$ cat src/rtl/sgdma_pkg.sv
`timescale 1ns/1ps
package sgdma_pkg;
   // register window offsets
   localparam logic [7:0] OFS_CAP    = 8'h04;
   localparam logic [7:0] OFS_PTR_LO = 8'h10;
   localparam logic [7:0] OFS_PTR_HI = 8'h14;
   localparam logic [7:0] OFS_CSR    = 8'h20;
   localparam logic [7:0] OFS_XFER   = 8'h24;

   // control/status bit positions
   localparam int CSR_EN   = 0;
   localparam int CSR_GO   = 1;
   localparam int CSR_ABT  = 2;
   localparam int CSR_DONE = 4;
   localparam int CSR_SGI  = 5;
   localparam int CSR_SGM  = 8;
   localparam int CSR_EVE  = 10;
   localparam int CSR_DIR  = 16;
   localparam int CSR_FIFO = 18;

   // flag bits in the low next-pointer word
   localparam int NXT_EOC = 1;
   localparam int NXT_IE  = 2;
   localparam int NXT_DIR = 3;

   localparam int DESC_WORDS = 8;
   localparam int GRAN_LSB   = 5;

   typedef enum logic [1:0] {WK_IDLE, WK_FETCH, WK_CMD} walk_state_e;
endpackage

$ cat src/rtl/sgdma_regs.sv
`timescale 1ns/1ps
module sgdma_regs
   import sgdma_pkg::*;
#(
   parameter int ADDR_W   = 64,
   parameter int CNT_W    = 32,
   parameter int LOCAL_64 = 0,
   parameter int DIR_CAP  = 2,
   parameter int IS_FIFO  = 0
) (
   input  logic                  clk,
   input  logic                  rst_n,
   input  logic                  reg_we,
   input  logic [7:0]            reg_addr,
   input  logic [31:0]           reg_wdata,
   output logic [31:0]           reg_rdata,
   input  logic                  busy,
   input  logic                  abort_pend,
   input  logic                  fin,
   input  logic                  acc,
   input  logic                  acc_ie,
   input  logic [31:0]           acc_bytes,
   output logic                  start_go,
   output logic                  abort_go,
   output logic [ADDR_W-GRAN_LSB-1:0] start_gran,
   output logic                  done,
   output logic [CNT_W-1:0]      xfer_cnt,
   output logic                  sg_irq
);
   logic [31-GRAN_LSB:0] ptr_lo_q;
   logic [31:0]          hi_rd;
   logic                 en_q, sgm_q, eve_q;
   logic                 csr_wr;

   assign csr_wr   = reg_we && (reg_addr == OFS_CSR);
   assign start_go = csr_wr && reg_wdata[CSR_EN] && reg_wdata[CSR_GO]
                     && reg_wdata[CSR_SGM] && !busy;
   assign abort_go = csr_wr && reg_wdata[CSR_ABT] && busy && !done;

   generate
      if (ADDR_W > 32) begin : g_wide
         logic [31:0] ptr_hi_q;
         always_ff @(posedge clk or negedge rst_n) begin
            if (!rst_n)
               ptr_hi_q <= '0;
            else if (reg_we && (reg_addr == OFS_PTR_HI))
               ptr_hi_q <= reg_wdata;
         end
         assign start_gran = {ptr_hi_q[ADDR_W-33:0], ptr_lo_q};
         assign hi_rd      = ptr_hi_q;
      end else begin : g_narrow
         assign start_gran = ptr_lo_q;
         assign hi_rd      = '0;
      end
   endgenerate

   always_ff @(posedge clk or negedge rst_n) begin
      if (!rst_n) begin
         ptr_lo_q <= '0;
         en_q     <= 1'b0;
         sgm_q    <= 1'b0;
         eve_q    <= 1'b0;
         done     <= 1'b1;
         sg_irq   <= 1'b0;
         xfer_cnt <= '0;
      end else begin
         if (reg_we && (reg_addr == OFS_PTR_LO))
            ptr_lo_q <= reg_wdata[31:GRAN_LSB];
         if (csr_wr) begin
            en_q  <= reg_wdata[CSR_EN];
            sgm_q <= reg_wdata[CSR_SGM];
            eve_q <= reg_wdata[CSR_EVE];
         end
         if (start_go)
            done <= 1'b0;
         else if (fin)
            done <= 1'b1;
         if (acc && acc_ie)
            sg_irq <= 1'b1;
         else if (csr_wr && reg_wdata[CSR_SGI])
            sg_irq <= 1'b0;
         if (start_go)
            xfer_cnt <= '0;
         else if (acc)
            xfer_cnt <= xfer_cnt + acc_bytes[CNT_W-1:0];
      end
   end

   always_comb begin
      reg_rdata = '0;
      case (reg_addr)
         OFS_CAP: begin
            reg_rdata[3:0] = 4'd1;
            reg_rdata[8]   = (ADDR_W > 32);
            reg_rdata[9]   = (LOCAL_64 != 0);
         end
         OFS_PTR_LO: reg_rdata[31:GRAN_LSB] = ptr_lo_q;
         OFS_PTR_HI: reg_rdata = hi_rd;
         OFS_CSR: begin
            reg_rdata[CSR_EN]           = en_q;
            reg_rdata[CSR_GO]           = busy;
            reg_rdata[CSR_ABT]          = abort_pend;
            reg_rdata[CSR_DONE]         = done;
            reg_rdata[CSR_SGI]          = sg_irq;
            reg_rdata[CSR_SGM]          = sgm_q;
            reg_rdata[CSR_EVE]          = eve_q;
            reg_rdata[CSR_DIR+1:CSR_DIR] = 2'(DIR_CAP);
            reg_rdata[CSR_FIFO]         = (IS_FIFO != 0);
         end
         OFS_XFER: reg_rdata[CNT_W-1:0] = xfer_cnt;
         default: reg_rdata = '0;
      endcase
   end
endmodule

$ cat src/rtl/sgdma_walker.sv
`timescale 1ns/1ps
module sgdma_walker
   import sgdma_pkg::*;
#(
   parameter int ADDR_W = 64
) (
   input  logic                       clk,
   input  logic                       rst_n,
   input  logic                       start_go,
   input  logic                       abort_go,
   input  logic [ADDR_W-GRAN_LSB-1:0] start_gran,
   output logic                       mem_req,
   output logic [ADDR_W-1:0]          mem_addr,
   input  logic                       mem_rvalid,
   input  logic [31:0]                mem_rdata,
   output logic                       cmd_valid,
   input  logic                       cmd_ready,
   output logic [ADDR_W-1:0]          cmd_host_addr,
   output logic [31:0]                cmd_local,
   output logic [31:0]                cmd_bytes,
   output logic                       cmd_to_host,
   output logic                       busy,
   output logic                       abort_pend,
   output logic                       fin,
   output logic                       acc,
   output logic                       acc_ie
);
   localparam int GW     = ADDR_W - GRAN_LSB;
   localparam int WIDX_W = $clog2(DESC_WORDS);
   localparam logic [WIDX_W-1:0] WIDX_LAST = WIDX_W'(DESC_WORDS - 1);

   walk_state_e       st;
   logic [WIDX_W-1:0] widx;
   logic [GW-1:0]     cur, nxt;
   logic [31:0]       h_lo, h_hi, n_hi;
   logic [31-GRAN_LSB:0] n_lo;
   logic              f_eoc, f_ie, f_dir, hs;

   generate
      if (ADDR_W > 32) begin : g_wide
         assign cmd_host_addr = {h_hi[ADDR_W-33:0], h_lo};
         assign nxt           = {n_hi[ADDR_W-33:0], n_lo};
      end else begin : g_narrow
         assign cmd_host_addr = h_lo;
         assign nxt           = n_lo;
      end
   endgenerate

   assign busy        = (st != WK_IDLE);
   assign mem_req     = (st == WK_FETCH) && !abort_pend;
   assign mem_addr    = {cur, widx, 2'b00};
   assign hs          = mem_req && mem_rvalid;
   assign cmd_valid   = (st == WK_CMD);
   assign cmd_to_host = f_dir;
   assign acc         = cmd_valid && cmd_ready;
   assign acc_ie      = f_ie;
   assign fin         = ((st == WK_FETCH) && abort_pend) ||
                        (acc && (f_eoc || abort_pend));

   always_ff @(posedge clk or negedge rst_n) begin
      if (!rst_n) begin
         st         <= WK_IDLE;
         widx       <= '0;
         cur        <= '0;
         abort_pend <= 1'b0;
         h_lo <= '0; h_hi <= '0; n_hi <= '0; n_lo <= '0;
         cmd_local <= '0; cmd_bytes <= '0;
         f_eoc <= 1'b0; f_ie <= 1'b0; f_dir <= 1'b0;
      end else begin
         abort_pend <= fin ? 1'b0 : (abort_pend | abort_go);
         case (st)
            WK_IDLE: if (start_go) begin
               cur  <= start_gran;
               widx <= '0;
               st   <= WK_FETCH;
            end
            WK_FETCH: if (abort_pend) begin
               st <= WK_IDLE;
            end else if (hs) begin
               case (widx)
                  3'd0: h_lo      <= mem_rdata;
                  3'd1: h_hi      <= mem_rdata;
                  3'd2: cmd_local <= mem_rdata;
                  3'd4: cmd_bytes <= mem_rdata;
                  3'd6: begin
                     n_lo  <= mem_rdata[31:GRAN_LSB];
                     f_eoc <= mem_rdata[NXT_EOC];
                     f_ie  <= mem_rdata[NXT_IE];
                     f_dir <= mem_rdata[NXT_DIR];
                  end
                  3'd7: n_hi      <= mem_rdata;
                  default: ;
               endcase
               widx <= widx + 1'b1;
               if (widx == WIDX_LAST) st <= WK_CMD;
            end
            WK_CMD: if (cmd_ready) begin
               if (f_eoc || abort_pend) begin
                  st <= WK_IDLE;
               end else begin
                  cur  <= nxt;
                  widx <= '0;
                  st   <= WK_FETCH;
               end
            end
            default: st <= WK_IDLE;
         endcase
      end
   end
endmodule

$ cat src/rtl/sgdma_desc_engine.sv
`timescale 1ns/1ps
module sgdma_desc_engine
   import sgdma_pkg::*;
#(
   parameter int ADDR_W   = 64,
   parameter int CNT_W    = 32,
   parameter int LOCAL_64 = 0,
   parameter int DIR_CAP  = 2,
   parameter int IS_FIFO  = 0
) (
   input  logic              clk,
   input  logic              rst_n,
   input  logic              reg_we,
   input  logic [7:0]        reg_addr,
   input  logic [31:0]       reg_wdata,
   output logic [31:0]       reg_rdata,
   output logic              mem_req,
   output logic [ADDR_W-1:0] mem_addr,
   input  logic              mem_rvalid,
   input  logic [31:0]       mem_rdata,
   output logic              cmd_valid,
   input  logic              cmd_ready,
   output logic [ADDR_W-1:0] cmd_host_addr,
   output logic [31:0]       cmd_local,
   output logic [31:0]       cmd_bytes,
   output logic              cmd_to_host,
   output logic              irq
);
   generate
      if (ADDR_W < 32 || ADDR_W > 64) begin : g_bad_addr_w
         $error("ADDR_W must lie in 32..64");
      end
      if (CNT_W < 8 || CNT_W > 32) begin : g_bad_cnt_w
         $error("CNT_W must lie in 8..32");
      end
      if (DIR_CAP < 0 || DIR_CAP > 2) begin : g_bad_dir
         $error("DIR_CAP must be 0, 1 or 2");
      end
   endgenerate

   logic                        start_go_w, abort_go_w, busy_w, pend_w;
   logic                        fin_w, acc_w, acc_ie_w, done_w;
   logic [ADDR_W-GRAN_LSB-1:0]  gran_w;
   logic [CNT_W-1:0]            xfer_w;

   sgdma_regs #(
      .ADDR_W(ADDR_W), .CNT_W(CNT_W), .LOCAL_64(LOCAL_64),
      .DIR_CAP(DIR_CAP), .IS_FIFO(IS_FIFO)
   ) u_regs (
      .clk(clk), .rst_n(rst_n),
      .reg_we(reg_we), .reg_addr(reg_addr), .reg_wdata(reg_wdata),
      .reg_rdata(reg_rdata),
      .busy(busy_w), .abort_pend(pend_w), .fin(fin_w),
      .acc(acc_w), .acc_ie(acc_ie_w), .acc_bytes(cmd_bytes),
      .start_go(start_go_w), .abort_go(abort_go_w), .start_gran(gran_w),
      .done(done_w), .xfer_cnt(xfer_w), .sg_irq(irq)
   );

   sgdma_walker #(.ADDR_W(ADDR_W)) u_walk (
      .clk(clk), .rst_n(rst_n),
      .start_go(start_go_w), .abort_go(abort_go_w), .start_gran(gran_w),
      .mem_req(mem_req), .mem_addr(mem_addr),
      .mem_rvalid(mem_rvalid), .mem_rdata(mem_rdata),
      .cmd_valid(cmd_valid), .cmd_ready(cmd_ready),
      .cmd_host_addr(cmd_host_addr), .cmd_local(cmd_local),
      .cmd_bytes(cmd_bytes), .cmd_to_host(cmd_to_host),
      .busy(busy_w), .abort_pend(pend_w), .fin(fin_w),
      .acc(acc_w), .acc_ie(acc_ie_w)
   );
endmodule

$ cat config.mk
export PLATFORM = sky130hd
export DESIGN_NAME = sgdma_desc_engine
export DESIGN_NICKNAME = d
export VERILOG_FILES = /design/src/rtl/sgdma_pkg.sv /design/src/rtl/sgdma_regs.sv /design/src/rtl/sgdma_walker.sv /design/src/rtl/sgdma_desc_engine.sv
export SDC_FILE = /design/constraint.sdc
export NUM_CORES = 1
export LEC_CHECK = 0
export ABC_AREA = 1
export BUFFER_PORTS_ARGS = -buffer_cell sky130_fd_sc_hd__buf_2
export CORE_MARGIN = 2
export CORE_UTILIZATION = 40
export DETAILED_ROUTE_END_ITERATION = 10
export PLACE_DENSITY_LB_ADDON = 0.08
export REMOVE_ABC_BUFFERS = 1
export SYNTH_ARGS = -nofsm -noshare
export SYNTH_HDL_FRONTEND = slang
export SYNTH_SLANG_ARGS = --single-unit
export TNS_END_PERCENT = 1
$ cat constraint.sdc
create_clock -name clk -period 2.6 [get_ports clk]
set_clock_uncertainty 0.15 [all_clocks]
set_input_delay 0.26 -clock clk [delete_from_list [all_inputs] [get_ports clk]]
set_output_delay 0.26 -clock clk [all_outputs]
set_load 0.02 [all_outputs]
==> impl_metrics.env, run 1 <==
export IMPL_place_hpwl_um=37400
export IMPL_period_needed_ns=2.33
export IMPL_slew_limit_headroom_pct=50.8
export IMPL_tightest_slew_ns=0.738
export IMPL_cts_tree="yes"
export IMPL_firstDrtPassIters=5
export IMPL_synthArstFlopShare_pct=100
export IMPL_yosys_warnings=0
export IMPL_clock_fmax_ghz=0.429
export IMPL_finalHoldViolCount=0
export IMPL_p_leak_uw=0.0117
export IMPL_design_core_area_sq_um=41900
export IMPL_hold_start="mem_rdata[10]"
export IMPL_cpLargestDelayFamily="simple AND/OR/NAND/NOR gates"
export IMPL_critical_path_startpoint_type="register"
export IMPL_die_w_um=210
export IMPL_end_kind="register"
export IMPL_clock_path_buffers=3
export IMPL_synth_area_per_cell_sq_um=7.85
export IMPL_drt_iter0_markers=997
export IMPL_synth_seq_cells=351
export IMPL_yosysMostFrequentCell="nand2_1"
export IMPL_rows=75
export IMPL_maxCapViolations=0
export IMPL_synthFlopType="dfrtp_1"
export IMPL_utilization_pct=50.3
export IMPL_wl_um=54700
export IMPL_critPathMaxFanout=4
export IMPL_worstSetupPathType="reg2reg"
export IMPL_arrival_ns=2.62
export IMPL_insertion_delay_ns=0.56
export IMPL_setup_tns_ns=0
export IMPL_grt_total_usage_pct=25.0
export IMPL_status="finished, final reports clean"
export IMPL_place_congestion=0.898
export IMPL_setup_viol=0
export IMPL_netlist_top_cells_area="dfrtp_1 (52%), nand2_1 (20%), o21ai_0 (7.2%)"
export IMPL_syn_cell_area_sq_um=16900
export IMPL_vdd_drop_max_mv=0.645
export IMPL_grt_first_pass_wirelength_um=85400
export IMPL_cts_resized=0
export IMPL_grt_pass1_vias=15000
export IMPL_cellPowerDensity_nw_per_um2=992
export IMPL_fin_nets=2609
export IMPL_diodes=0
export IMPL_die_y_um=210
export IMPL_drcViolationCount=0
export IMPL_synth_cells=2155
export IMPL_antenna_found_initial=1
export IMPL_reg2reg_from="u_walk.cmd_bytes[0]"
export IMPL_whs_endpoint="u_walk.n_lo[5]"
export IMPL_overflow=0
export IMPL_fin_crit_sh_pct=89.7
export IMPL_critical_path_cell_chain="ha_1 -> fa_1 -> nand3_1 -> nand3_1 -> nand3_1 -> nand3_1 -> nand3_1 -> nand3_1 -> nand3_1 -> nand2_1"
export IMPL_crit_buf_inv=0
export IMPL_syn_to_final_growth_pct=24.5
export IMPL_wl_per_cell_um=17.9
export IMPL_synth_edff_count=0
export IMPL_drtAntennaViolNets=0
export IMPL_synthDistinctLibCells=43
export IMPL_start_util_pct=40.4
export IMPL_critical_path_required_ns=2.89
export IMPL_crit_top_cell="nand3_1"
export IMPL_cts_htree_levels=2
export IMPL_netlist_area_leader_share_pct=51.8
export IMPL_maxSlewViolCount=0
export IMPL_die_area_sq_um=44000
export IMPL_r2r_end="u_regs.xfer_cnt[20]"
export IMPL_cts_setup_buffers=0
export IMPL_r2r_slack_ns=0.27
export IMPL_cts_sink_count=351
export IMPL_ff2ff_path_depth=10
export IMPL_cts_root_buf="clkbuf_16"
export IMPL_grt_max_degree=73
export IMPL_drive_gt1_share_pct=17.0
export IMPL_hold_class="in2reg"
export IMPL_path_clk_slew_ns=0.06
export IMPL_avgViaCountPerCell=5.03
export IMPL_hold_path_cell_count=3
export IMPL_cts_hold_buf=63
export IMPL_cts_buffers_inserted=41
export IMPL_ios=305
export IMPL_critPathSlowestCell="fa_1"
export IMPL_synth_top_area_cell="dfrtp_1"
export IMPL_ys_seq_area_share_pct=51.9
export IMPL_vias=15400
export IMPL_slowest_delay_ns=0.46
export IMPL_timing_final_ws_setup_ns=0.267
export IMPL_portBuffers=302
export IMPL_preCtsSetupSlack_ns=0.299
export IMPL_grt_setup_unrepaired="false"
export IMPL_synthTopCellsByCount="nand2_1 (896), dfrtp_1 (350), o21ai_0 (242)"
[power by group]
part / leakage (uW) / switching [uW] / internal (uW)
Sequential: 0.00462 / 1020 / 7080
Clock: 0.000648 / 2290 / 3370
Combinational: 0.00646 / 4820 / 2320
[flip-flops by register name (all words and copies together), names as in the netlist, 2 cells and up]
| signal | flops |
|---|---|
| u_regs.xfer_cnt | 32 |
| u_walk.n_hi | 32 |
| u_regs.ptr_lo_q | 27 |
| u_regs.g_wide.ptr_hi_q | 32 |
| u_walk.cmd_bytes | 32 |
| u_walk.h_lo | 32 |
| u_walk.widx | 3 |
| u_walk.st | 2 |
| u_walk.cur | 59 |
| u_walk.cmd_local | 32 |
| u_walk.h_hi | 32 |
| u_walk.n_lo | 27 |
[how the worst max path moves through the flow]
stage,from,to,slack [ns],cells after the start
floorplan,u_walk.st[1],u_regs.xfer_cnt[11],-1.80,8
global placement,u_walk.cmd_bytes[0],u_regs.xfer_cnt[28],0.33,10
detailed placement,u_walk.cmd_bytes[0],u_regs.xfer_cnt[16],0.30,9
CTS,u_walk.st[1],cmd_valid,0.28,4
global route,u_walk.cmd_bytes[0],u_regs.xfer_cnt[20],0.05,10
finish,u_walk.cmd_bytes[0],u_regs.xfer_cnt[20],0.27,10
[through the flow]
step                      cells  hold WS [ns]  total power [uW]  cell area, sq um
after detailed placement   2928        0.0514             15300             19100
after global routing       3062        0.0356             22300             21100
after CTS                  3062       0.00179             21100             21100
after floorplan            2052        -0.186             12400             16500
after global placement     2928        0.0496             15200             19100
final                      3062        0.0339             20900             21100
[cell type report]
type                       count  area [sq um]
fill                        4191         20800
multi-input combinational   1504          6990
timing repair buffer         400          2580
inverter                     197           739
tap                          539           674
clock inverter                12           121
clock buffer                  59          1190
sequential                   351          8780
[worst min-delay path, cell delays in order]
cell,delay [ns]
buf_2,0.10
inv_1,0.15
o21ai_0,0.19
[layout by cell type (no fill, tap or decap), drive strengths merged, types with 2 or more instances in the layout]
cell type,count
nand2,898
dfrtp,350
buf,337
o21ai,265
inv,199
nand3,108
nand4,68
dlygate4sd3,63
clkbuf,59
nor2,54
ha,36
a21oi,27
xnor2,10
nor3,9
clkinv,8
mux2,5
o211ai,4
o2111ai,3
o21bai,3
nand3b,3
xor2,2
conb,2
bufinv,2
[routing by layer]
layer | global-route usage, % | wire (um)
met5 | 0 | 0
met4 | 6.95 | 1170
met3 | 4.17 | 3140
met2 | 40.1 | 24900
met1 | 35.0 | 25500
[logic make-up after synthesis]
group,Yosys count,share of synthesized area [%]
xor+xnor,12,0.621
simple gates,1142,27.9
other cells,1,0.0222
flops,351,51.9
fa+ha+maj,37,2.78
mux,5,0.333
compound gates,306,9.31
buf+inv,301,7.12
Note: power is estimated with default switching activity, not from simulation.
==> run 2: changes to the inputs <==
==> constraint.sdc (replaced) <==
create_clock -name clk -period 2.6 [get_ports clk]
set_clock_uncertainty 0.15 [all_clocks]
set_input_delay 0 -clock clk [delete_from_list [all_inputs] [get_ports clk]]
set_output_delay 0 -clock clk [all_outputs]
set_load 0.02 [all_outputs]
==> run 2 against run 1 <==
Against the previous run:
- sequential power about the same
- maximum frequency fell by 3.4%
- critical path depth is 1 lower
- core utilization rose by 0.41 points
- hold slack improved by 0.052 ns
- die area did not move
- sequential share of layout area fell by 0.33 points
- largest cell class unchanged
- largest power group unchanged
- worst setup slack worse by 0.083 ns
- register-to-register slack got worse by 0.08 ns
- wire length decreased by 1.8%
- critical endpoint is now u_regs.xfer_cnt[16]
==> impl_metrics.env, run 2 (synthesis gave the netlist of run 1 again) <==
export IMPL_status="finished, final reports clean"
export IMPL_design_core_area_sq_um=41900
export IMPL_ios=305
export IMPL_vias=15300
export IMPL_drt_iter0_markers=1201
export IMPL_syn_to_final_growth_pct=25.5
export IMPL_top_register="u_walk.cur"
export IMPL_drive_gt1_share_pct=17.1
export IMPL_cellPowerDensity_nw_per_um2=994
export IMPL_start_util_pct=40.4
export IMPL_wl_um=53700
export IMPL_rows=75
export IMPL_insertion_delay_ns=0.56
export IMPL_utilization_pct=50.8
export IMPL_wl_per_cell_um=17.4
export IMPL_firstDrtPassIters=8
export IMPL_grt_pass1_vias=15300
export IMPL_diodes=0
export IMPL_grt_max_degree=76
export IMPL_tightest_slew_ns=0.790
export IMPL_cts_sink_count=351
export IMPL_period_needed_ns=2.42
export IMPL_fin_nets=2625
export IMPL_preCtsSetupSlack_ns=0.236
export IMPL_die_w_um=210
export IMPL_clock_path_buffers=3
export IMPL_place_congestion=0.903
export IMPL_final_cell_mix="nand2_1 (892), dfrtp_1 (350), buf_2 (301)"
export IMPL_cts_root_buf="clkbuf_16"
export IMPL_path_clk_slew_ns=0.06
export IMPL_critPathMaxFanout=4
export IMPL_critical_path_required_ns=2.93
export IMPL_vdd_drop_max_mv=0.562
export IMPL_setup_viol=0
export IMPL_worstSetupPathType="reg2reg"
export IMPL_largest_reg_flops=59
export IMPL_overflow=0
export IMPL_critical_path_startpoint_type="register"
export IMPL_finalHoldViolCount=0
export IMPL_die_y_um=210
export IMPL_hold_class="in2reg"
export IMPL_timing_final_ws_setup_ns=0.184
export IMPL_fin_crit_sh_pct=92.9
export IMPL_antenna_found_initial=1
export IMPL_grt_first_pass_wirelength_um=86200
export IMPL_end_kind="register"
export IMPL_avgViaCountPerCell=4.95
export IMPL_grt_total_usage_pct=24.9
export IMPL_clock_fmax_ghz=0.414
export IMPL_drcViolationCount=0
export IMPL_slew_limit_headroom_pct=47.3
export IMPL_arrival_ns=2.74
export IMPL_maxCapViolations=0
export IMPL_cts_buffers_inserted=41
export IMPL_cts_resized=0
export IMPL_maxSlewViolCount=0
export IMPL_mostFrequentLayoutCell="nand2_1"
export IMPL_place_hpwl_um=37400
export IMPL_p_leak_uw=0.0118
export IMPL_die_area_sq_um=44000
export IMPL_cts_htree_levels=2
export IMPL_drtAntennaViolNets=0
export IMPL_grt_setup_unrepaired="false"
export IMPL_cts_tree="yes"
export IMPL_portBuffers=302
run 2: metrics by stage:
step                instance area (sq um)  std cells  setup TNS [ns]  hold slack, ns  total power (uW)
floorplan                           16500       2052         -173.00          -0.446             12400
global placement                    19000       2928               0          -0.115             15100
detailed placement                  19000       2928               0          -0.117             15200
CTS                                 21200       3083               0          0.0466             21400
global route                        21200       3083               0          0.0667             22500
finish                              21200       3083               0          0.0860             21100
run 2: worst max-delay path: stages (launching register included):
cell and delay [ns]:
dfrtp_1 0.41, ha_1 0.25, fa_1 0.47, nand3_1 0.12, nand3_1 0.20, a21oi_1 0.31, nor2_1 0.10, o21ai_0 0.15
nand2_1 0.06, o21ai_1 0.13
run 2: final cells by class:
cell class                 instances  area [sq um]
clock inverter                     9          98.8
sequential                       351          8780
tap                              539           674
timing repair buffer             416          2650
fill                            4190         20600
clock buffer                      67          1310
inverter                         197           739
multi-input combinational       1504          6990
run 2: path summary, 6_finish.rpt:
path	startpoint	end	slack, ns	cells after the start
setup / recovery	u_walk.cmd_bytes[0]	u_regs.xfer_cnt[16]	0.18	9
hold / removal	reg_wdata[4]	u_regs.g_wide.ptr_hi_q[4]	0.09	3
setup reg to reg	u_walk.cmd_bytes[0]	u_regs.xfer_cnt[16]	0.18	9
hold reg to reg	u_walk.cur[40]	u_walk.cur[40]	0.31	2
max in group asynchronous	rst_n	u_walk.h_lo[5]	1.02	4
min in group asynchronous	rst_n	u_walk.cmd_local[13]	0.41	3
run 2: what timing repair did:
| action | in CTS | in global routing |
|---|---|---|
| hold buffers | 79 | 0 |
| buffers inserted | 0 | 0 |
| hold endpoints to repair | 629 | 0 |
run 2: per-layer routing:
| metal | share of wire, % | track usage, % | routed length (um) | vias to the layer above |
|---|---|---|---|---|
| met3 | 5.3 | 4.26 | 2870 | 62 |
| met4 | 1.5 | 5.80 | 821 | 0 |
| met1 | 47 | 34.8 | 25100 | 7196 |
| met2 | 46 | 40.7 | 25000 | 402 |
| met5 | 0 | 0 | 0 | - |
| li1 | - | - | - | 7596 |
run 2: report_power, final:
| part | internal (uW) | total, uW | switching [uW] | leakage (uW) |
|---|---|---|---|---|
| Sequential | 7080 | 8120 | 1040 | 0.00462 |
| Combinational | 2280 | 7070 | 4790 | 0.00649 |
| Clock | 3630 | 5920 | 2300 | 0.000699 |
| Total | 13000 | 21100 | 8120 | 0.0118 |
==> run 3: changes to the inputs <==
--- a/config.mk
+++ b/config.mk
@@ -11,6 +11,7 @@
 export CORE_UTILIZATION = 40
 export DETAILED_ROUTE_END_ITERATION = 10
 export PLACE_DENSITY_LB_ADDON = 0.08
+export RECOVER_POWER = 50
 export REMOVE_ABC_BUFFERS = 1
 export SYNTH_ARGS = -nofsm -noshare
 export SYNTH_HDL_FRONTEND = slang
==> run 3 against run 2 <==
Against the previous run:
- core utilization decreased by 0.68 points
- sequential power about the same
- first-iteration DRC count decreased by 2.9%
- maximum frequency increased by 0.32%
- clock power about the same
- critical path depth unchanged
- design area decreased by 1.3%
- global-route usage unchanged
- count of clock-buffer cells in the layout unchanged
- wire length increased by 0.25%
- worst setup slack improved by 0.0076 ns
- via count increased by 0.16%
- critical endpoint unchanged
- largest cell class unchanged
==> impl_metrics.env, run 3 (synthesis gave the netlist of run 1 again) <==
export IMPL_p_clk_share_pct=28.4
export IMPL_worstSetupPathType="reg2reg"
export IMPL_hold_path_cell_count=3
export IMPL_place_congestion=0.903
export IMPL_cts_setup_buffers=0
export IMPL_power_internal_uw=12700
export IMPL_die_y_um=210
export IMPL_cts_sink_count=351
export IMPL_ios=305
export IMPL_p_leak_uw=0.0111
export IMPL_syn_to_final_growth_pct=23.8
export IMPL_drt_iter0_markers=1166
export IMPL_top_register="u_walk.cur"
export IMPL_period_needed_ns=2.41
export IMPL_place_hpwl_um=37400
export IMPL_n_fill_cell=4277
export IMPL_cts_buffers_inserted=41
export IMPL_preCtsSetupSlack_ns=0.236
export IMPL_cts_tree="yes"
export IMPL_vias=15300
export IMPL_start_util_pct=40.4
export IMPL_arrival_ns=2.74
export IMPL_maxSlewViolCount=0
export IMPL_wl_um=53900
export IMPL_drcViolationCount=0
export IMPL_timing_final_ws_setup_ns=0.192
export IMPL_grt_first_pass_wirelength_um=86200
export IMPL_slew_limit_headroom_pct=9.87
export IMPL_r2r_slack_ns=0.19
export IMPL_power_uw=20800
export IMPL_drive_gt1_share_pct=9.51
export IMPL_pwr_share_seq_pct=39.1
export IMPL_wl_per_cell_um=17.5
export IMPL_firstDrtPassIters=6
export IMPL_critPathMaxFanout=4
export IMPL_cellPowerDensity_nw_per_um2=994
export IMPL_clock_path_buffers=3
export IMPL_portBuffers=302
export IMPL_final_cell_mix="nand2_1 (892), dfrtp_1 (350), o21ai_0 (242)"
export IMPL_grt_max_degree=76
export IMPL_whs_endpoint="u_regs.g_wide.ptr_hi_q[4]"
export IMPL_r2r_end="u_regs.xfer_cnt[16]"
export IMPL_overflow=0
export IMPL_antenna_found_initial=1
export IMPL_finalHoldViolCount=0
export IMPL_maxCapViolations=0
export IMPL_multiInputGateArea_sq_um=6990
export IMPL_grt_total_usage_pct=24.9
export IMPL_vdd_drop_max_mv=0.560
export IMPL_design_core_area_sq_um=41900
export IMPL_avgViaCountPerCell=4.95
export IMPL_hold_start="reg_wdata[4]"
export IMPL_p_sw_share_pct=39.1
export IMPL_mostFrequentLayoutCell="nand2_1"
export IMPL_cts_resized=0
export IMPL_die_area_sq_um=44000
export IMPL_p_comb_share_pct=32.4
export IMPL_path_clk_slew_ns=0.06
export IMPL_largest_reg_flops=59
export IMPL_cts_hold_buf=79
export IMPL_register_area_sq_um=8780
export IMPL_cts_root_buf="clkbuf_16"
export IMPL_cts_htree_levels=2
export IMPL_insertion_delay_ns=0.56
export IMPL_grt_pass1_vias=15300
export IMPL_hold_class="in2reg"
export IMPL_drtAntennaViolNets=0
export IMPL_grt_setup_unrepaired="false"
export IMPL_tightest_slew_ns=1.35
export IMPL_reg2reg_from="u_walk.cmd_bytes[0]"
export IMPL_rows=75
export IMPL_p_sw_uw=8160
export IMPL_end_kind="register"
export IMPL_fin_nets=2625
export IMPL_critical_path_startpoint_type="register"
export IMPL_setup_viol=0
export IMPL_ff2ff_path_depth=9
export IMPL_status="finished, final reports clean"
export IMPL_die_w_um=210
export IMPL_critical_path_required_ns=2.93
export IMPL_clock_fmax_ghz=0.415
export IMPL_fin_crit_sh_pct=92.6
==> run 3: cell types whose count changed in the layout (fill, tap and decap cells not counted), sizes merged <==
cell / before / now
buf: 337 / 141
diode: 0 / 1
clkbuf: 67 / 263
==> run 3: area by class of cell <==
cell class / instances / share of cell area, %
Timing Repair Buffer: 416 / 11.3
Tap cell: 539 / 3.22
Clock inverter: 9 / 0.472
Inverter: 197 / 3.53
Multi-Input combinational cell: 1504 / 33.3
Antenna cell: 1 / 0.0119
Clock buffer: 67 / 6.23
Sequential cell: 351 / 41.9
==> run 3: power by group through the flow <==
| stage | clock network [uW] | logic, uW | registers [uW] |
|---|---|---|---|
| 6_report | 5920 | 6760 | 8150 |
| 5_1_grt | 6290 | 7610 | 8360 |
| 4_1_cts | 6070 | 7160 | 8120 |
| 3_5_place_dp | 0 | 7060 | 8190 |
| 3_3_place_gp | 0 | 7000 | 8120 |
| 2_1_floorplan | 0 | 3020 | 9380 |
==> run 3: critical path, stage by stage, from the launching register on <==
cell	delay [ns]
dfrtp_1	0.41
ha_1	0.25
fa_1	0.47
nand3_1	0.12
nand3_1	0.21
a21oi_1	0.31
nor2_1	0.10
o21ai_0	0.15
nand2_1	0.06
o21ai_1	0.12
==> run 3: worst max-delay path by stage <==
stage	start	to	slack [ns]	depth (start not counted)
after floorplan	u_walk.st[1]	u_regs.xfer_cnt[11]	-1.80	8
after global routing	u_walk.cmd_bytes[0]	u_regs.xfer_cnt[16]	0.003	9
after global placement	u_walk.cmd_bytes[14]	u_regs.xfer_cnt[23]	0.31	11
after detailed placement	u_walk.cmd_bytes[0]	u_regs.xfer_cnt[16]	0.24	9
final	u_walk.cmd_bytes[0]	u_regs.xfer_cnt[16]	0.19	9
after CTS	u_walk.cmd_bytes[0]	u_regs.xfer_cnt[16]	0.24	9
==> run 3: through the flow <==
step / std cells / hold WS [ns] / util (%) / cell area, sq um / setup TNS [ns]
after floorplan: 2052 / -0.446 / - / 16500 / -173.00
after global placement: 2928 / -0.115 / 45.5 / 19000 / 0
after detailed placement: 2928 / -0.117 / 45.5 / 19000 / 0
after CTS: 3083 / 0.0466 / 50.8 / 21200 / 0
after global routing: 3083 / 0.0667 / 50.1 / 21000 / 0
final: 3084 / 0.0860 / 50.1 / 21000 / 0
==> run 3: metal layers <==
layer	routed length, um	part of all wire [%]	GRT usage [%]	vias up
met4	799	1.5	5.80	0
met3	2900	5.4	4.26	60
met2	25100	47	40.7	404
met5	0	0	0	-
li1	-	-	-	7600
met1	25100	47	34.8	7216
